`src/rtl/trk_fmt_seq.sv`:
```
module trk_fmt_seq #(
  parameter int DATA_LEN = 256,
  parameter int SYNC_LEN = 13,
  parameter int GAP1_MIN = 12
) (
  input  logic        clk,
  input  logic        rst_n,
  input  logic        start,
  input  logic        index,
  input  logic [15:0] cyl,
  input  logic [7:0]  head,
  input  logic [7:0]  nsec,
  input  logic [7:0]  gap1_len,
  input  logic [7:0]  gap2_len,
  input  logic [7:0]  gap3_len,
  input  logic [7:0]  fill_byte,
  input  logic        enc_ready,
  output logic [7:0]  byte_out,
  output logic        byte_valid,
  output logic        mark,
  output logic        crc_req,
  output logic        done,
  output logic        err
);
  localparam int CW = $clog2(DATA_LEN + 256);

  typedef enum logic [3:0] {
    S_IDLE, S_ARM, S_GAP1, S_SYNCI, S_AMI, S_IDT, S_ID, S_CRCI,
    S_GAP2, S_SYNCD, S_AMD, S_DT, S_DATA, S_CRCD, S_GAP3, S_GAP4
  } st_t;

  st_t st, nxt;
  logic [CW-1:0] cnt, len;
  logic [7:0] sec, g1, g2, g3;
  logic idx_q;

  wire idx_edge  = index & ~idx_q;
  wire take      = byte_valid & enc_ready;
  wire last_byte = (cnt == len - 1'b1);
  wire last_sec  = (sec == nsec - 8'd1);
  wire tail_ok   = (st == S_GAP4) || (st == S_GAP3 && last_sec);

  assign g1 = (gap1_len < 8'(GAP1_MIN)) ? 8'(GAP1_MIN) : gap1_len;
  assign g2 = (gap2_len == 8'd0) ? 8'd1 : gap2_len;
  assign g3 = (gap3_len == 8'd0) ? 8'd1 : gap3_len;

  assign byte_valid = (st != S_IDLE) && (st != S_ARM);
  assign mark       = (st == S_AMI) || (st == S_AMD);
  assign crc_req    = (st == S_CRCI) || (st == S_CRCD);

  always_comb begin
    case (st)
      S_GAP1:          len = CW'(g1);
      S_SYNCI, S_SYNCD: len = CW'(SYNC_LEN);
      S_ID:            len = CW'(4);
      S_GAP2:          len = CW'(g2);
      S_DATA:          len = CW'(DATA_LEN);
      S_GAP3:          len = CW'(g3);
      default:         len = CW'(1);
    endcase
  end

  always_comb begin
    case (st)
      S_GAP1:  nxt = (nsec == 8'd0) ? S_GAP4 : S_SYNCI;
      S_SYNCI: nxt = S_AMI;
      S_AMI:   nxt = S_IDT;
      S_IDT:   nxt = S_ID;
      S_ID:    nxt = S_CRCI;
      S_CRCI:  nxt = S_GAP2;
      S_GAP2:  nxt = S_SYNCD;
      S_SYNCD: nxt = S_AMD;
      S_AMD:   nxt = S_DT;
      S_DT:    nxt = S_DATA;
      S_DATA:  nxt = S_CRCD;
      S_CRCD:  nxt = S_GAP3;
      S_GAP3:  nxt = last_sec ? S_GAP4 : S_SYNCI;
      default: nxt = st;
    endcase
  end

  always_comb begin
    case (st)
      S_AMI, S_AMD: byte_out = 8'hA1;
      S_IDT:        byte_out = 8'hFE;
      S_DT:         byte_out = 8'hF8;
      S_DATA:       byte_out = fill_byte;
      S_ID: begin
        case (cnt[1:0])
          2'd0:    byte_out = cyl[15:8];
          2'd1:    byte_out = cyl[7:0];
          2'd2:    byte_out = head;
          default: byte_out = sec;
        endcase
      end
      S_GAP1, S_GAP2, S_GAP3, S_GAP4: byte_out = 8'h4E;
      default:      byte_out = 8'h00;
    endcase
  end

  always_ff @(posedge clk) begin
    if (!rst_n) begin
      st    <= S_IDLE;
      cnt   <= '0;
      sec   <= '0;
      idx_q <= 1'b1;
      done  <= 1'b0;
      err   <= 1'b0;
    end else begin
      idx_q <= index;
      case (st)
        S_IDLE: if (start) begin
          done <= 1'b0;
          err  <= 1'b0;
          st   <= S_ARM;
        end
        S_ARM: if (idx_edge) begin
          st  <= S_GAP1;
          cnt <= '0;
          sec <= '0;
        end
        default: begin
          if (idx_edge) begin
            st <= S_IDLE;
            if (tail_ok) done <= 1'b1;
            else         err  <= 1'b1;
          end else if (take) begin
            if (last_byte) begin
              cnt <= '0;
              st  <= nxt;
              if (st == S_GAP3 && !last_sec) sec <= sec + 8'd1;
            end else begin
              cnt <= cnt + 1'b1;
            end
          end
        end
      endcase
    end
  end
endmodule

```
`config.mk`:
```
export PLATFORM = sky130hd
export DESIGN_NAME = trk_fmt_seq
export DESIGN_NICKNAME = d
export VERILOG_FILES = /design/src/rtl/trk_fmt_seq.sv
export SDC_FILE = /design/constraint.sdc
export NUM_CORES = 1
export LEC_CHECK = 0
export BUFFER_PORTS_ARGS = -buffer_cell sky130_fd_sc_hd__clkbuf_2
export CORE_AREA = 4 4 74 83
export DETAILED_ROUTE_END_ITERATION = 12
export DIE_AREA = 0 0 78 87
export GPL_TIMING_DRIVEN = 0
export PLACE_DENSITY = 0.83
export SYNTH_ARGS = -nofsm -noshare
export SYNTH_HDL_FRONTEND = slang
export SYNTH_SLANG_ARGS = --single-unit
```
`constraint.sdc`:
```
create_clock -name clk -period 5.5 [get_ports clk]
set_input_delay 0.825 -clock clk [delete_from_list [all_inputs] [get_ports clk]]
set_output_delay 0.825 -clock clk [all_outputs]
set_load 0.1 [all_outputs]
```
# Yosys cells after proc, flatten, opt, wreduce, memory -nomap -nowiden
# Index checks and enable logic that the tools add are counted.
totals:
  reg_bits: 24
  input_bits: 69
  out_inout_bits: 13
  elab_cells: 102
classes:
  add_sub_neg: 4
  order_cmp: 1
  n_eq_ne: 24
  muxes: 33
  bitwise_logic: 5
  n_reduce_logical: 29
ops:
  columns: ["operator", "n"]
  rows:
  - ["two-way mux 8 bit", 8]
  - ["one-hot mux 9 bit (6 select lines)", 1]
  - ["one-hot mux 4 bit (13 select lines)", 1]
  - ["one-hot mux 8 bit (6 select lines)", 1]
  - ["two-way mux 9 bit", 4]
  - ["== test 4 bit, second input constant", 8]
  - ["two-way mux 4 bit", 7]
  - ["logical NOT 8 bit", 3]
  - ["one-hot mux 8 bit (3 select lines)", 1]
  - ["one-hot mux 9 bit (2 select lines)", 1]
  - ["== test 4 x 3 -> 1 bit, second input constant", 4]
  - ["one-hot mux 8 bit (2 select lines)", 1]
  - ["nonzero test 15 bit", 1]
  - ["AND reduction 4 bit", 3]
  - ["nonzero test 2 bit", 5]
  - ["adder 9 x 1 -> 9 bit, second input constant", 1]
  - ["== test 9 bit", 1]
  - ["subtractor 9 x 1 -> 9 bit, second input constant", 1]
  - ["adder 8 x 1 -> 8 bit, second input constant", 1]
  - ["== test 4 x 2 -> 1 bit, second input constant", 2]
  - ["== test 8 bit", 1]
  - ["< comparator 8 x 4 -> 1 bit, second input constant", 1]
  - ["one-hot mux 4 bit (2 select lines)", 1]
  - ["subtractor 8 x 1 -> 8 bit, second input constant", 1]
  - ["other kinds (21)", 37]

# Depth between registers and ports, before layout
logic_depth:
  ltp_word: 9
  mapped_depth: 17

# Worst setup path before layout
# OpenSTA, ideal clock, no wires.
synth_timing:
  path_kind: "register to output"
  start: "register cnt[0]"
  end: "output byte_out[7]"
  arrival_ns: 3.388
  t_required_ns: 4.675
  setup_slack_ns: 1.287
  path_stages_with_launch: 10
  n_path_buf: 1
  path_cell_list: "dfxtp_1 inv_1 ha_1 clkbuf_1 a222oi_1 nor2_1 a21oi_1 o21ai_0 a22oi_1 o21ai_0"
synth_via:
  elab_chain_len: 3
synth_rtl:
  columns: ["item", "line", "rtl"]
  rows:
  - ["start, declared", "33", "logic [CW-1:0] cnt, len;"]
  - ["start signal, assigned", "133", "cnt <= cnt + 1'b1;"]
  - ["== test 2 bit, or another cell as far along", "89", "case (cnt[1:0])"]
  - ["one-hot mux 8 bit (3 select lines) (*)", "89", null]
  - ["one-hot mux 8 bit (6 select lines) (*)", "83", "case (st)"]
  - ["end, declared", "18", "output logic [7:0] byte_out,"]
# Every way passes the cells marked *; elsewhere a longest branch is shown, timed or not.

# Final worst setup path
layout_timing:
  start: "input gap1_len[6]"
  end: "register sec[6]"
layout_via:
  elab_chain_len: 7
layout_rtl:
  columns: ["item", "line", "rtl"]
  rows:
  - ["start, declared", "13", "input logic [7:0] gap1_len,"]
  - ["< comparator 8 x 4 -> 1 bit", "43", "assign g1 = (gap1_len < 8'(GAP1_MIN)) ? 8'(GAP1_MIN) : gap1_len;"]
  - ["two-way mux 8 bit (*)", "43", null]
  - ["one-hot mux 9 bit (6 select lines) (*)", "52", "case (st)"]
  - ["subtractor 9 x 1 -> 9 bit (*)", "39", "wire last_byte = (cnt == len - 1'b1);"]
  - ["== test 9 bit (*)", "39", null]
  - ["nonzero test 2 bit (no line) (*)", null, null]
  - ["AND reduction 6 bit (no line) (*)", null, null]
  - ["end signal, assigned", "131", "if (st == S_GAP3 && !last_sec) sec <= sec + 8'd1;"]
  - ["end, declared", "34", "logic [7:0] sec, g1, g2, g3;"]
# Marks and branches as above.
# A chain may end at the register's enable or synchronous reset.

==> flow_metrics.tcl <==
set metrics [dict create \
    yosys_most_used_dff "dfxtp_1" \
    grtUsageTotal 0.251 \
    maxSlewViolCount 0 \
    yosysUniqueCellTypes 68 \
    worst_slew_pin_slew_ps 707 \
    cp.buffers_inverters 3 \
    crit_type "in2reg" \
    grt_pass1_wl_um 14000 \
    yosysSeqAreaShare 0.173 \
    core_mm2 0.00529 \
    synth_top_cell_area_share 0.173 \
    route.detailed.drc 0 \
    wl_um 8730 \
    rsz0062_at_grt "no" \
    clock-skew-final_ps 7.10 \
    numCtsBuffers 3 \
    gp_congestion 0.968 \
    synth_area_mm2 0.00277 \
    multi_input_area_mm2 0.00211 \
    max-clock-path-buffers 2 \
    clk_pin_slew_ps 90 \
    slew-limit-headroom 0.522 \
    final_nets 563 \
    hold_buffers 0 \
    rows 28 \
    antenna_found_initial 0 \
    cts_tree "built" \
    synthCells 402 \
    startpoint_type "input port" \
    dp.cells 557 \
    slowest_delay_ps 450 \
    grt_max_degree 14 \
    path_cells "clkbuf_2, nor4_2, a21boi_1, o211ai_1, nor2_1, ha_1, inv_1, a211o_1, nor4_4, mux2i_1, o31a_1, nor4b_4, a31oi_2, buf_4, or3_1, a21oi_1" \
    num-fill-cells 481 \
    drv_cap 0 \
    yosysWarnings 0 \
    layout_commonest_cell "clkbuf_2" \
    io_pins 82 \
    path_max_fanout 10 \
    status "complete, no violations" \
    setup_violations 0 \
    yosysTopAreaCell "dfxtp_1" \
    leakage_nw 1.36 \
    crit_family "simple AND/OR/NAND/NOR gates" \
    die-area_mm2 0.00679 \
    finalCriticalPeriod_ps 4560 \
    min_period_over_period 0.829 \
    cts_setup_buffers 0 \
    dp_hpwl_um 7190 \
    cts_resized 0 \
    syn_area_per_cell_um2 6.90 \
    cts_sinks 24 \
    mostFrequentLayoutCells "clkbuf_2 (80), nand2_1 (44), a21oi_1 (36)" \
    peakVddDrop_v 0.000250 \
    hold_viol 0 \
    crit_slowest_cell "nor4_2" \
    drive_above_1_share 0.220 \
    cp-end-kind "flop" \
    synth_edf_count 0 \
    clk_latency_ps 260 \
    viasPerCell 6.07 \
    syn_to_final_growth_pct 19.8 \
    cp.required_ps 5700 \
    layoutNonFillerInstCount 561 \
    arrival_ps 4750 \
    via_count 3405 \
    power_density_mw_per_mm2 307 \
    register_area_um2 480 \
    io_buffers 80 \
    synthArstFlopShare 0 \
    hold_class "reg2reg" \
    n_antenna_cell 0 \
    die_x_um 78 \
    htree_levels 1 \
    wl_per_cell_um 15.6 \
    yosys-top-cells-area "dfxtp_1 (17%), a21oi_1 (6.5%), nand2_1 (6.0%), o21ai_0 (5.1%), nor2_1 (4.5%)" \
    detail-route-antenna-nets 0 \
    tns_ps 0 \
    initial_utilization 0.524 \
    die_h_um 87 \
    first_iter_violations 217 \
    synth_nets 478 \
    overflow 0 \
    max_freq_mhz 219 \
    synth-seq-cells 24 \
    cts_root_buf "clkbuf_8" \
    grt_pass1_vias 3136 \
    firstDrtPassIters 5 \
]
-- cells in the mapped netlist (7+ instances only) --
cell type  instances
clkbuf_1          12
ha_1               7
nor2_1            33
nor3_1            14
nand3_1           14
o22ai_1            7
o21ai_0           28
inv_1             17
a21oi_1           36
nand2b_1           9
xnor2_1           12
a31oi_1           10
nand2_1           44
and3_1            11
nor2b_1            8
xor2_1             8
a222oi_1           8
dfxtp_1           24
-- final timing paths --
kind / startpoint / endpoint / slack, ps / cells past startpoint
worst max-delay path: gap1_len[6] / sec[6]$_SDFFE_PN0P_ / 940 / 16
worst min-delay path: done$_SDFFE_PN0P_ / done$_SDFFE_PN0P_ / 490 / 2
worst max register to register: st[2]$_SDFFE_PN0P_ / sec[6]$_SDFFE_PN0P_ / 1270 / 17
worst min register to register: done$_SDFFE_PN0P_ / done$_SDFFE_PN0P_ / 490 / 2
-- state kept, by name, summed over array words and instances (netlist names) --
signal,count
cnt,9
done,1
err,1
idx_q,1
sec,8
st,4
-- per-layer routing --
layer,GRT usage,vias to the layer above,wire length [um]
li1,-,1665,-
met1,0.294,1520,3480
met2,0.442,190,4160
met3,0.0424,30,785
met4,0.122,0,302
met5,0,-,0
-- metrics by stage --
stage               hold slack, ps  area (um^2)  worst slack, ps  power (mW)   util
global placement               454         3270              761       0.880  0.618
detailed placement             466         3270              701       0.892  0.618
global route                   546         3320              720        1.08  0.628
floorplan                      470         2770             1290       0.743      -
finish                         494         3320              942        1.02  0.628
CTS                            489         3320              957        1.01  0.628
-- layout make-up --
| type | instances | share of cell area |
|---|---|---|
| Tap cell | 75 | 0.0282 |
| Sequential cell | 24 | 0.145 |
| Inverter | 17 | 0.0192 |
| Multi-Input combinational cell | 337 | 0.636 |
| Timing Repair Buffer | 80 | 0.120 |
| Buffer | 24 | 0.0354 |
| Clock buffer | 4 | 0.0166 |
-- cells by family after synthesis --
logic type | Yosys count | share of synthesized area
buf+inv | 41 | 0.0654
flops | 24 | 0.173
fa+ha+maj | 7 | 0.0316
simple gates | 173 | 0.339
mux | 5 | 0.0185
compound gates | 132 | 0.309
xor+xnor | 20 | 0.0631
-- where the power goes --
group	leakage, nW	switching (mW)	internal (mW)
combinational	1.13	0.481	0.219
clock	0.0288	0.0563	0.0638
sequential	0.194	0.0170	0.184
total	1.36	0.555	0.467
-- worst reg2reg max path, delay by kind of cell, from the launching register on --
kind	cells	cell delay, ps
and+or+nand+nor	5	1460
muxes	1	120
DFF	1	470
AOI/OAI and AO/OA	5	1150
buffers and inverters	5	710
adders and majority gates	1	240
Power figures use the tool's default switching activity.
